--- src/rtl/strobe_rd_pkg.sv ---
package strobe_rd_pkg;

  typedef enum logic [3:0] {
    S_IDLE, S_CLR_LO, S_GAP_HI, S_STOP_LO,
    S_BIT_HI, S_BIT_LO, S_DONE, S_FL_HI, S_FL_LO
  } seq_state_t;

  typedef enum logic [1:0] {
    CHIP_EARLY = 2'd0,
    CHIP_REVB  = 2'd1,
    CHIP_OLD   = 2'd2,
    CHIP_NEW   = 2'd3
  } chip_mode_t;

  // Minimum width in ns -> clock cycles, rounded up.
  function automatic int ns_to_cycles(input int ns, input int cyc_per_us);
    return (ns * cyc_per_us + 999) / 1000;
  endfunction

  // Mode from the second-to-last and last preamble bits.
  function automatic logic [1:0] mode_of(input logic b_pen, input logic b_last);
    return {b_pen, b_last};
  endfunction

  function automatic int max2(input int a, input int b);
    return (a > b) ? a : b;
  endfunction

endpackage

--- src/rtl/strobe_phase_timer.sv ---
module strobe_phase_timer #(
  parameter int TW = 12
) (
  input  logic          clk,
  input  logic          rst_n,
  input  logic          load,
  input  logic [TW-1:0] load_val,
  output logic          expired
);
  logic [TW-1:0] cnt;

  always_ff @(posedge clk or negedge rst_n) begin
    if (!rst_n)          cnt <= '0;
    else if (load)       cnt <= load_val;
    else if (cnt != '0)  cnt <= cnt - 1'b1;
  end

  assign expired = (cnt == '0);
endmodule

--- src/rtl/preamble_shift.sv ---
module preamble_shift #(
  parameter int PRE_BITS = 16
) (
  input  logic                clk,
  input  logic                rst_n,
  input  logic                shift_en,
  input  logic                line_in,
  output logic [PRE_BITS-1:0] bits,
  output logic [1:0]          mode
);
  import strobe_rd_pkg::*;

  // Low on the line is a 1; first bit read ends in bit 0.
  always_ff @(posedge clk or negedge rst_n) begin
    if (!rst_n)        bits <= '0;
    else if (shift_en) bits <= {~line_in, bits[PRE_BITS-1:1]};
  end

  assign mode = mode_of(bits[PRE_BITS-2], bits[PRE_BITS-1]);
endmodule

--- src/rtl/strobe_rd_seq.sv ---
module strobe_rd_seq #(
  parameter int CYC_PER_US = 250,
  parameter int CLR_NS     = 500,
  parameter int GAP_NS     = 500,
  parameter int STOP_NS    = 12400,
  parameter int BIT_NS     = 250,
  parameter int FAST_NS    = 50,
  parameter int PRE_BITS   = 16,
  parameter int FLUSH_W    = 8,
  parameter int HALF_W     = 8
) (
  input  logic                clk,
  input  logic                rst_n,
  input  logic                start,
  input  logic                flush,
  input  logic [FLUSH_W-1:0]  flush_count,
  input  logic [HALF_W-1:0]   flush_half,
  input  logic                data_in,
  output logic                strobe_n,
  output logic                busy,
  output logic                done,
  output logic                linked,
  output logic [PRE_BITS-1:0] preamble,
  output logic [1:0]          mode
);
  import strobe_rd_pkg::*;

  localparam int CLR_CYC  = ns_to_cycles(CLR_NS,  CYC_PER_US);
  localparam int GAP_CYC  = ns_to_cycles(GAP_NS,  CYC_PER_US);
  localparam int STOP_CYC = ns_to_cycles(STOP_NS, CYC_PER_US);
  localparam int BIT_CYC  = ns_to_cycles(BIT_NS,  CYC_PER_US);
  localparam int FAST_CYC = ns_to_cycles(FAST_NS, CYC_PER_US);
  localparam int MAX_CYC  = max2(max2(CLR_CYC, GAP_CYC), max2(STOP_CYC, BIT_CYC));
  localparam int TW       = max2($clog2(MAX_CYC + 1), HALF_W + 1);
  localparam int BW       = $clog2(PRE_BITS);

  localparam logic [TW-1:0] CLR_M1  = TW'(CLR_CYC - 1);
  localparam logic [TW-1:0] GAP_M1  = TW'(GAP_CYC - 1);
  localparam logic [TW-1:0] STOP_M1 = TW'(STOP_CYC - 1);
  localparam logic [TW-1:0] BIT_M1  = TW'(BIT_CYC - 1);
  localparam logic [TW-1:0] FAST_T  = TW'(FAST_CYC);
  localparam logic [BW-1:0] LAST_BIT = BW'(PRE_BITS - 1);

  seq_state_t         state, nstate;
  logic               expired, t_load;
  logic [TW-1:0]      t_val;
  logic [BW-1:0]      bit_cnt;
  logic [FLUSH_W-1:0] fl_left;
  logic [TW-1:0]      fl_half_q, half_ext, half_eff, fl_half_sel;

  // Named internal events, also watched by the checker.
  logic ev_start_acc, ev_flush_acc, ev_sample, ev_link, ev_fl_edge;

  assign half_ext     = TW'(flush_half);
  assign half_eff     = (half_ext < FAST_T) ? FAST_T : half_ext;
  assign fl_half_sel  = (state == S_IDLE) ? half_eff : fl_half_q;

  assign ev_start_acc = start && (state == S_IDLE);
  assign ev_flush_acc = flush && !start && (state == S_IDLE) && linked &&
                        (flush_count != '0);
  assign ev_sample    = (state == S_BIT_LO) && expired;
  assign ev_link      = (state == S_STOP_LO) && expired;
  assign ev_fl_edge   = (state == S_FL_LO) && expired;

  always_comb begin
    nstate = state;
    unique case (state)
      S_IDLE: begin
        if (ev_start_acc)      nstate = linked ? S_BIT_HI : S_CLR_LO;
        else if (ev_flush_acc) nstate = S_FL_HI;
      end
      S_CLR_LO:  if (expired) nstate = S_GAP_HI;
      S_GAP_HI:  if (expired) nstate = S_STOP_LO;
      S_STOP_LO: if (expired) nstate = S_BIT_HI;
      S_BIT_HI:  if (expired) nstate = S_BIT_LO;
      S_BIT_LO:  if (expired) nstate = (bit_cnt == LAST_BIT) ? S_DONE : S_BIT_HI;
      S_DONE:                 nstate = S_IDLE;
      S_FL_HI:   if (expired) nstate = S_FL_LO;
      S_FL_LO:   if (expired) nstate = (fl_left == FLUSH_W'(1)) ? S_IDLE : S_FL_HI;
      default:                nstate = S_IDLE;
    endcase
  end

  // Every phase change reloads the timer with its own width minus one.
  assign t_load = (nstate != state);
  always_comb begin
    unique case (nstate)
      S_CLR_LO:         t_val = CLR_M1;
      S_GAP_HI:         t_val = GAP_M1;
      S_STOP_LO:        t_val = STOP_M1;
      S_BIT_HI,
      S_BIT_LO:         t_val = BIT_M1;
      S_FL_HI, S_FL_LO: t_val = fl_half_sel - 1'b1;
      default:          t_val = '0;
    endcase
  end

  always_ff @(posedge clk or negedge rst_n) begin
    if (!rst_n) begin
      state     <= S_IDLE;
      linked    <= 1'b0;
      bit_cnt   <= '0;
      fl_left   <= '0;
      fl_half_q <= '0;
    end else begin
      state <= nstate;
      if (ev_link)           linked  <= 1'b1;
      if (ev_start_acc)      bit_cnt <= '0;
      else if (ev_sample)    bit_cnt <= bit_cnt + 1'b1;
      if (ev_flush_acc) begin
        fl_left   <= flush_count;
        fl_half_q <= half_eff;
      end else if (ev_fl_edge) begin
        fl_left   <= fl_left - 1'b1;
      end
    end
  end

  strobe_phase_timer #(.TW(TW)) u_timer (
    .clk      (clk),
    .rst_n    (rst_n),
    .load     (t_load),
    .load_val (t_val),
    .expired  (expired)
  );

  preamble_shift #(.PRE_BITS(PRE_BITS)) u_shift (
    .clk      (clk),
    .rst_n    (rst_n),
    .shift_en (ev_sample),
    .line_in  (data_in),
    .bits     (preamble),
    .mode     (mode)
  );

  assign strobe_n = !(state inside {S_CLR_LO, S_STOP_LO, S_BIT_LO, S_FL_LO});
  assign busy     = (state != S_IDLE);
  assign done     = (state == S_DONE);
endmodule

--- config.mk ---
export PLATFORM = sky130hd
export DESIGN_NAME = strobe_rd_seq
export DESIGN_NICKNAME = d
export VERILOG_FILES = /design/src/rtl/strobe_rd_pkg.sv /design/src/rtl/strobe_phase_timer.sv /design/src/rtl/preamble_shift.sv /design/src/rtl/strobe_rd_seq.sv
export SDC_FILE = /design/constraint.sdc
export NUM_CORES = 1
export LEC_CHECK = 0
export BUFFER_PORTS_ARGS = -buffer_cell sky130_fd_sc_hd__buf_2
export CAP_MARGIN = 20
export CORE_UTILIZATION = 35
export DETAILED_ROUTE_END_ITERATION = 8
export GPL_ROUTABILITY_DRIVEN = 0
export HOLD_SLACK_MARGIN = 0.02
export PLACE_DENSITY = 0.58
export SETUP_SLACK_MARGIN = 0.05
export SKIP_CTS_REPAIR_TIMING = 1
export SLEW_MARGIN = 30
export SYNTH_ARGS = -nofsm -noshare
export SYNTH_HDL_FRONTEND = slang
export SYNTH_HIERARCHICAL = 1
export SYNTH_SLANG_ARGS = --single-unit
--- constraint.sdc ---
create_clock -name clk -period 5.4 [get_ports clk]
set_input_delay 1.08 -clock clk [delete_from_list [all_inputs] [get_ports clk]]
set_output_delay 1.08 -clock clk [all_outputs]
set_load 0.005 [all_outputs]
# Word-level counts from Yosys, hierarchy flattened
# Cells that the tools add are included.
[classes]
add_sub_neg = 4
n_lt_le_gt_ge = 1
eq_ne = 18
n_mux = 22
n_bitwise = 1
reduce_logical = 22
[op_table]
columns = ["op", "n"]
rows = [
  ["$pmux 12 s4", 1],
  ["$mux 4", 11],
  ["$mux 12", 3],
  ["$pmux 4 s8", 1],
  ["$eq 4x3->1 const B", 7],
  ["$mux 8", 3],
  ["$sub 12x1->12 const B", 2],
  ["$eq 4x2->1 const B", 4],
  ["$eq 4x4->1 const B", 3],
  ["$logic_not 12->1", 1],
  ["$reduce_bool 12->1", 1],
  ["$eq 4x1->1 const B", 2],
  ["$eq 8x1->1 const B", 1],
  ["$logic_and 1x1->1", 8],
  ["$lt 8x4->1 const B", 1],
  ["$reduce_bool 4->1", 2],
  ["$reduce_bool 8->1", 1],
  ["$sub 8x1->8 const B", 1],
  ["$mux 3", 2],
  ["$reduce_bool 2->1", 3],
  ["$reduce_or 2->1", 3],
  ["$add 4x1->4 const B", 1],
  ["$logic_not 4->1", 1],
  ["$ne 4x4->1", 1],
  ["3 further kinds", 4],
]
[word_totals]
regBits = 57
in_bits = 21
out_inout_bits = 22
word_cells = 75

# Longest topological paths before layout
# Gate-level depths: netlist (run 1).
[logic_depth]
word_depth = 12
depth_mapped = 17

# By module
# Netlist (run 1), hierarchy kept.
[by_module_without_submodules]
columns = ["module", "n_inst", "cells_each", "area_each_um2"]
rows = [
  ["strobe_rd_seq", 1, 238, 1965.6],
  ["strobe_phase_timer", 1, 72, 730.7],
  ["preamble_shift", 1, 37, 663.1],
]

# Worst setup path after synthesis (run 1)
# No wires, ideal clock.
[synth_path]
kind = "register to register"
from = "reg u_timer.cnt[0]"
to = "reg u_timer.cnt[11]"
setup_ps = 126
t_arrival_ps = 3354
required_time_ps = 5274
slack_ps = 1920
path_stages_with_launch = 15
n_path_buf = 2
period_less_slack_ps = 3480
cell_sequence = "dfrtp_1 inv_1 ha_1 nor4b_2 nand3_1 inv_2 clkbuf_1 nand2_1 nor4_4 o21bai_2 nor3_4 a21oi_1 or4_1 clkbuf_1 a221o_1"
[synth_lines]
columns = ["item", "line_no", "text"]
rows = [
  ["start, declared", "strobe_phase_timer.sv:10", "logic [TW-1:0] cnt;"],
  ["start signal, assigned", "strobe_phase_timer.sv:14", "else if (load) cnt <= load_val;"],
  ["start signal, assigned", "strobe_phase_timer.sv:15", "else if (cnt != '0) cnt <= cnt - 1'b1;"],
  ["$logic_not 12->1 (*)", "strobe_phase_timer.sv:18", "assign expired = (cnt == '0);"],
  ["net expired", "strobe_rd_seq.sv:45", "logic expired, t_load;"],
  ["$mux 4, or another cell as far along", "strobe_rd_seq.sv:79", "S_FL_LO: if (expired) nstate = (fl_left == FLUSH_W'(1)) ? S_IDLE : S_FL_HI;"],
  ["$pmux 4 s8 (*)", "strobe_rd_seq.sv:67", "unique case (state)"],
  ["$ne 4x4->1 (*)", "strobe_rd_seq.sv:85", "assign t_load = (nstate != state);"],
  ["net t_load", "strobe_rd_seq.sv:45", ""],
  ["$mux 12 / $reduce_bool 2->1 (equally long branches)", "--", ""],
]
# Mark *: on every way through the listed nets, which the timed path passes. The rest lies on a longest branch. The select of a mux whose other input is x is not followed.
# A chain may end at the register's enable or synchronous reset.

# Worst setup path in the final report (run 1)
# Same ends and word-level chain as after synthesis.

==> flow_summary.ini, run 1 <==
[run_status]
status = finished, final reports clean

[setup_path]
rrSetupSlack_ns = 1.46
cp.required_ns = 5.65
timing.rr.end = u_timer/cnt[11]
slowest_delay_ns = 0.88
crit_slowest_cell = or4_1
worstPathCellList = inv_1 > ha_1 > nor4b_2 > nand3_1 > inv_2 > nand2_1 > nor4_4 > o21bai_2 > nor3_4 > a21oi_1 > or4_1 > nor4_1 > a221o_1
cp-start-kind = flip-flop
crit_type = flip-flop to flip-flop
cp_max_fo = 22
critical_path_arrival_ns = 4.19
rr_startpoint = u_timer/cnt[0]
end_kind = flip-flop
reg2reg_depth = 13

[timing]
whs_ns = 0.4912
finalHoldViolCount = 0
min_period_ns = 3.936
rsz0062_at_grt = no
maxSlewViolCount = 0
slew_headroom_pct = 44.53
max_freq_mhz = 254.0
fin_tns_setup_ns = 0
fin_crit_sh_pct = 72.90
setup_viol = 0
tightest_slew_ns = 0.8245
clock_skew_ns = 0.01514

[floorplanning]
initial_core_util_pct = 36.19
rows = 35
core_mm2 = 0.009284
die_area_mm2 = 0.009994
io_pins = 43
dieHeight_um = 99.97
die_x_um = 99.97

[cells_and_area]
area_growth_pct = 12.25
antenna_cells = 0
postLayoutCoreUtil_pct = 40.62
final_common_cell = dfrtp_1
mostFrequentLayoutCells = dfrtp_1, buf_2, nand2_1
fin_nets = 411
drive_gt1_share_pct = 24.68
nFillCells = 984
multi_input_area_mm2 = 0.001882
seq_area_mm2 = 0.001326

[route]
wirelength_um = 7469
viasPerCell = 5.290
drt_pass1_iterations = 4
drc = 0
dr.first_iter.drc_count = 126
final_antenna_net_count = 0
dr_total_vias = 2719
routedWlPerCell_um = 14.53

[worst_hold_path]
hp-start = fl_half_q[7]
min_to = fl_half_q[7]
hold_path_depth = 2
hold_path_class = flip-flop to flip-flop

[cts]
cts_tree = yes
htree_levels = 2
clk_latency_ns = 0.32
clockBufferDepth = 2
cts_buffers = 5
root_buffer = clkbuf_8
cts_sinks = 53
cts.clk_slew.worst_paths_ns = 0.11

[place]
dp_hpwl_um = 5396
io_buffers = 42

[global_routing]
grt_pass1_wl_um = 12780
grt_max_degree = 54
first_global_vias = 2623
gr-total-overflow = 0
track_usage_pct = 15.90
antenna_found_initial = 0

[synthesis]
ys_ff_latch = 53
syn_nets = 374
synth_cell_type_count = 67
ys_seq_area_share_pct = 39.48
syn_area_per_cell_um2 = 9.681
synth_warnings = 6
netlist_area_mm2 = 0.003359
synth_edf_count = 0
synthCells = 347
synth-async-reset-ratio_pct = 100.0
synthFlopType = dfrtp_1

[pwr]
p_leak_nw = 1.614
worst_ir_drop_vdd_uv = 97.81
p_per_area_mw_per_mm2 = 177.9

[job]
cap_violations = 0
-- flip-flops by register name, indices dropped and copies added (netlist names) --
name          count
bit_cnt           4
fl_half_q         8
fl_left           8
linked            1
state             4
u_shift/bits     16
u_timer/cnt      12
-- report_power, final --
group	internal [mW]	total, mW	switching (mW)	leakage (nW)
clock network	0.0974	0.247	0.149	0.0506
logic	0.00879	0.0275	0.0187	0.921
registers	0.397	0.397	0	0.643
-- layout make-up --
| class | instances | share of cell area [%] |
|---|---|---|
| multi-input combinational | 262 | 49.90 |
| sequential | 53 | 35.17 |
| timing repair buffer | 47 | 6.569 |
| tap | 129 | 4.280 |
| clock buffer | 5 | 1.825 |
| inverter | 15 | 1.493 |
| clock inverter | 3 | 0.7631 |
-- critical path: cells and delay by family, from the launching register on --
family	cells	cell delay, ns
AO/OA/AOI/OAI	3	0.41
adder cells (fa/ha/maj)	1	0.15
buffers and inverters	2	0.40
flip-flops	1	0.42
AND/OR/NAND/NOR	7	2.49
-- layer usage --
metal / global-route usage (%) / wire length (µm) / vias up
met4: 4.125 / 63 / 0
met5: 0 / 0 / -
met2: 26.58 / 3537 / 44
met1: 21.48 / 3656 / 1313
li1: - / - / 1357
met3: 2.577 / 211 / 5
-- cell usage after synthesis, types with 5 or more instances --
| library cell | instances | area, µm² |
|---|---|---|
| a21oi_1 | 25 | 125.1 |
| clkbuf_1 | 8 | 30.03 |
| dfrtp_1 | 53 | 1326 |
| ha_1 | 6 | 75.07 |
| inv_1 | 10 | 37.54 |
| inv_2 | 5 | 18.77 |
| mux2_2 | 10 | 112.6 |
| mux2_4 | 9 | 135.1 |
| mux2i_1 | 5 | 50.05 |
| nand2_1 | 33 | 123.9 |
| nand2b_1 | 6 | 37.54 |
| nand3_1 | 7 | 35.03 |
| nor2_1 | 26 | 97.59 |
| nor3_1 | 8 | 40.04 |
| nor4_1 | 11 | 68.82 |
| o211ai_1 | 6 | 45.04 |
| o21ai_0 | 12 | 60.06 |
| xnor2_1 | 10 | 87.58 |
| xor2_1 | 8 | 70.07 |
-- stage by stage --
stage | setup WS, ns | power [mW] | instances | cell area, µm²
floorplan | 1.920 | 0.4105 | 347 | 3359
global placement | 1.369 | 0.4321 | 506 | 3674
detailed placement | 1.343 | 0.4327 | 506 | 3674
CTS | 1.449 | 0.6827 | 514 | 3771
global route | 1.147 | 0.7045 | 514 | 3771
finish | 1.464 | 0.6710 | 514 | 3771
-- worst max path at each step --
stage	end	startpoint	depth (start not counted)	slack, ns
floorplan	u_timer/cnt[11]	u_timer/cnt[0]	14	1.92
global placement	u_timer/cnt[6]	flush_half[5]	15	1.37
detailed placement	u_timer/cnt[6]	flush_half[5]	15	1.34
CTS	u_timer/cnt[11]	u_timer/cnt[0]	13	1.45
global route	u_timer/cnt[11]	u_timer/cnt[0]	13	1.15
finish	u_timer/cnt[11]	u_timer/cnt[0]	13	1.46
-- cell families (layout without fill, tap and decap cells) --
logic type	after synthesis	count (layout)	share of synthesized area (%)
fa+ha+maj	6	6	2.235
simple gates	126	126	21.75
xor+xnor	18	18	4.693
flops	53	53	39.48
mux	24	24	8.864
buf+inv	32	70	4.655
compound gates	88	88	18.32
No activity file was read; power rests on OpenSTA's default activity.
==> run 2, diff against run 1 <==
--- a/config.mk
+++ b/config.mk
@@ -11,7 +11,7 @@
 export DETAILED_ROUTE_END_ITERATION = 8
 export GPL_ROUTABILITY_DRIVEN = 0
 export HOLD_SLACK_MARGIN = 0.02
-export PLACE_DENSITY = 0.58
+export PLACE_DENSITY = 0.6
 export SETUP_SLACK_MARGIN = 0.05
 export SKIP_CTS_REPAIR_TIMING = 1
 export SLEW_MARGIN = 30
==> constraint.sdc (replaced) <==
create_clock -name clk -period 3.25 [get_ports clk]
set_input_delay 0.65 -clock clk [delete_from_list [all_inputs] [get_ports clk]]
set_output_delay 0.65 -clock clk [all_outputs]
set_load 0.005 [all_outputs]
==> run 2 against run 1 <==
Critical path type unchanged. Core utilization increased by 3.0 points. Setup slack got worse by 1.4 ns. First-iteration DRC count decreased by 12%. Flip-flop and latch count unchanged. Sequential share of layout area decreased by 2.4 points.
==> flow_summary.ini, run 2 (synthesized netlist as in run 1, its figures left out) <==
[cts]
clockBufferDepth = 2
root_buffer = clkbuf_8
cts_sinks = 53
cts_tree = yes
cts_buffers = 5
cts.clk_slew.worst_paths_ns = 0.11
clk_latency_ns = 0.32
htree_levels = 2

[cells_and_area]
fin_cells = 542
mostFrequentLayoutCells = dfrtp_1, buf_2, nand2_1
fin_nets = 439
largest_reg_flops = 16
drive_gt1_share_pct = 31.72
top_regs = u_shift/bits (16), u_timer/cnt (12)
antenna_cells = 0
final_common_cell = dfrtp_1
area_growth_pct = 20.60
nFillCells = 930
top_register = u_shift/bits

[timing]
tightest_slew_ns = 0.7930
whs_ns = 0.4065
maxSlewViolCount = 0
setup_slack_ns = 0.06712
clock_skew_ns = 0.01406
slew_headroom_pct = 47.13
fin_tns_setup_ns = 0
finalHoldViolCount = 0
max_freq_mhz = 314.2
min_period_ns = 3.183
setup_viol = 0
rsz0062_at_grt = yes
fin_crit_sh_pct = 97.93

[setup_path]
rr_startpoint = u_timer/cnt[5]
worstPathCellList = nor4_2 > nand3_2 > clkinv_4 > nand3b_1 > a31oi_1 > a311o_1 > nor2_2 > nor2_1 > or4_4 > buf_12 > nor4_4 > a221o_1
critical_path_arrival_ns = 3.45
cp_max_fo = 22
cp-start-kind = flip-flop
slowest_delay_ns = 0.49
crit_type = flip-flop to flip-flop
cp.required_ns = 3.52
rrSetupSlack_ns = 0.07
end_kind = flip-flop
crit_slowest_cell = or4_4
timing.rr.end = u_timer/cnt[11]
reg2reg_depth = 12

[global_routing]
antenna_found_initial = 0
first_global_vias = 2809
grt_max_degree = 34
track_usage_pct = 17.05
gr-total-overflow = 0
grt_pass1_wl_um = 13500

[pwr]
p_per_area_mw_per_mm2 = 275.9
p_total_mw = 1.118
p_leak_nw = 1.758
worst_ir_drop_vdd_uv = 170.8

[floorplanning]
core_mm2 = 0.009284
die_area_mm2 = 0.009994
dieHeight_um = 99.97
initial_core_util_pct = 36.19
io_pins = 43
die_x_um = 99.97
rows = 35

[job]
cap_violations = 0

[worst_hold_path]
hold_path_class = primary input to async pin

[route]
final_antenna_net_count = 0
drc = 0
viasPerCell = 5.290
dr.first_iter.drc_count = 111
routedWlPerCell_um = 15.14
drt_pass1_iterations = 4
dr_total_vias = 2867
wirelength_um = 8204

[run_status]
status = finished, final reports clean

[place]
dp_slack_ns = -0.03010
dp_cells = 525
io_buffers = 42
dp_hpwl_um = 5976
[run 2: stage by stage]
stage	area [µm²]	util (%)
floorplan	3387	-
global placement	3830	41.25
detailed placement	3830	41.25
CTS	3928	42.30
global route	4051	43.64
finish	4051	43.64
[run 2: worst max path at each step]
stage | to | cells past startpoint | from | slack (ns)
after floorplan | u_timer/cnt[11] | 14 | u_timer/cnt[0] | 0.08
after global placement | u_timer/cnt[6] | 16 | flush_half[5] | 0.08
after detailed placement | u_timer/cnt[11] | 14 | u_timer/cnt[0] | -0.03
after CTS | u_timer/cnt[11] | 14 | u_timer/cnt[0] | -0.06
after global routing | u_timer/cnt[11] | 14 | u_timer/cnt[1] | -0.05
final | u_timer/cnt[11] | 12 | u_timer/cnt[5] | 0.07
[run 2: layout make-up]
class	instances	area, µm²	share of cell area (%)
clock inverter	3	28.78	0.7103
sequential	53	1326	32.74
clock buffer	5	68.82	1.699
timing repair buffer	74	462.9	11.43
multi-input combinational	262	1937	47.81
timing repair inverter	1	5.005	0.1235
inverter	15	61.31	1.513
tap	129	161.4	3.984
[run 2: critical path: cells and delay by family, from the launching register on]
| family | cells | cell delay (ns) |
|---|---|---|
| and+or+nand+nor | 7 | 1.77 |
| buffers and inverters | 2 | 0.30 |
| DFF | 1 | 0.45 |
| AOI/OAI and AO/OA | 3 | 0.59 |
[run 2: power breakdown]
| part | total (mW) | switching (mW) | internal (mW) |
|---|---|---|---|
| Combinational | 0.0474 | 0.0316 | 0.0158 |
| Clock | 0.411 | 0.250 | 0.162 |
| Sequential | 0.659 | 0 | 0.659 |
| Total | 1.12 | 0.281 | 0.837 |
[run 2: metal layers]
metal  routed length [µm]  vias up  global-route usage [%]
met3                  321       16                   2.577
met5                    0        -                       0
met2                 3937       78                   29.18
met1                 3763     1363                   21.93
met4                  181        0                   6.132
li1                     -     1410                       -
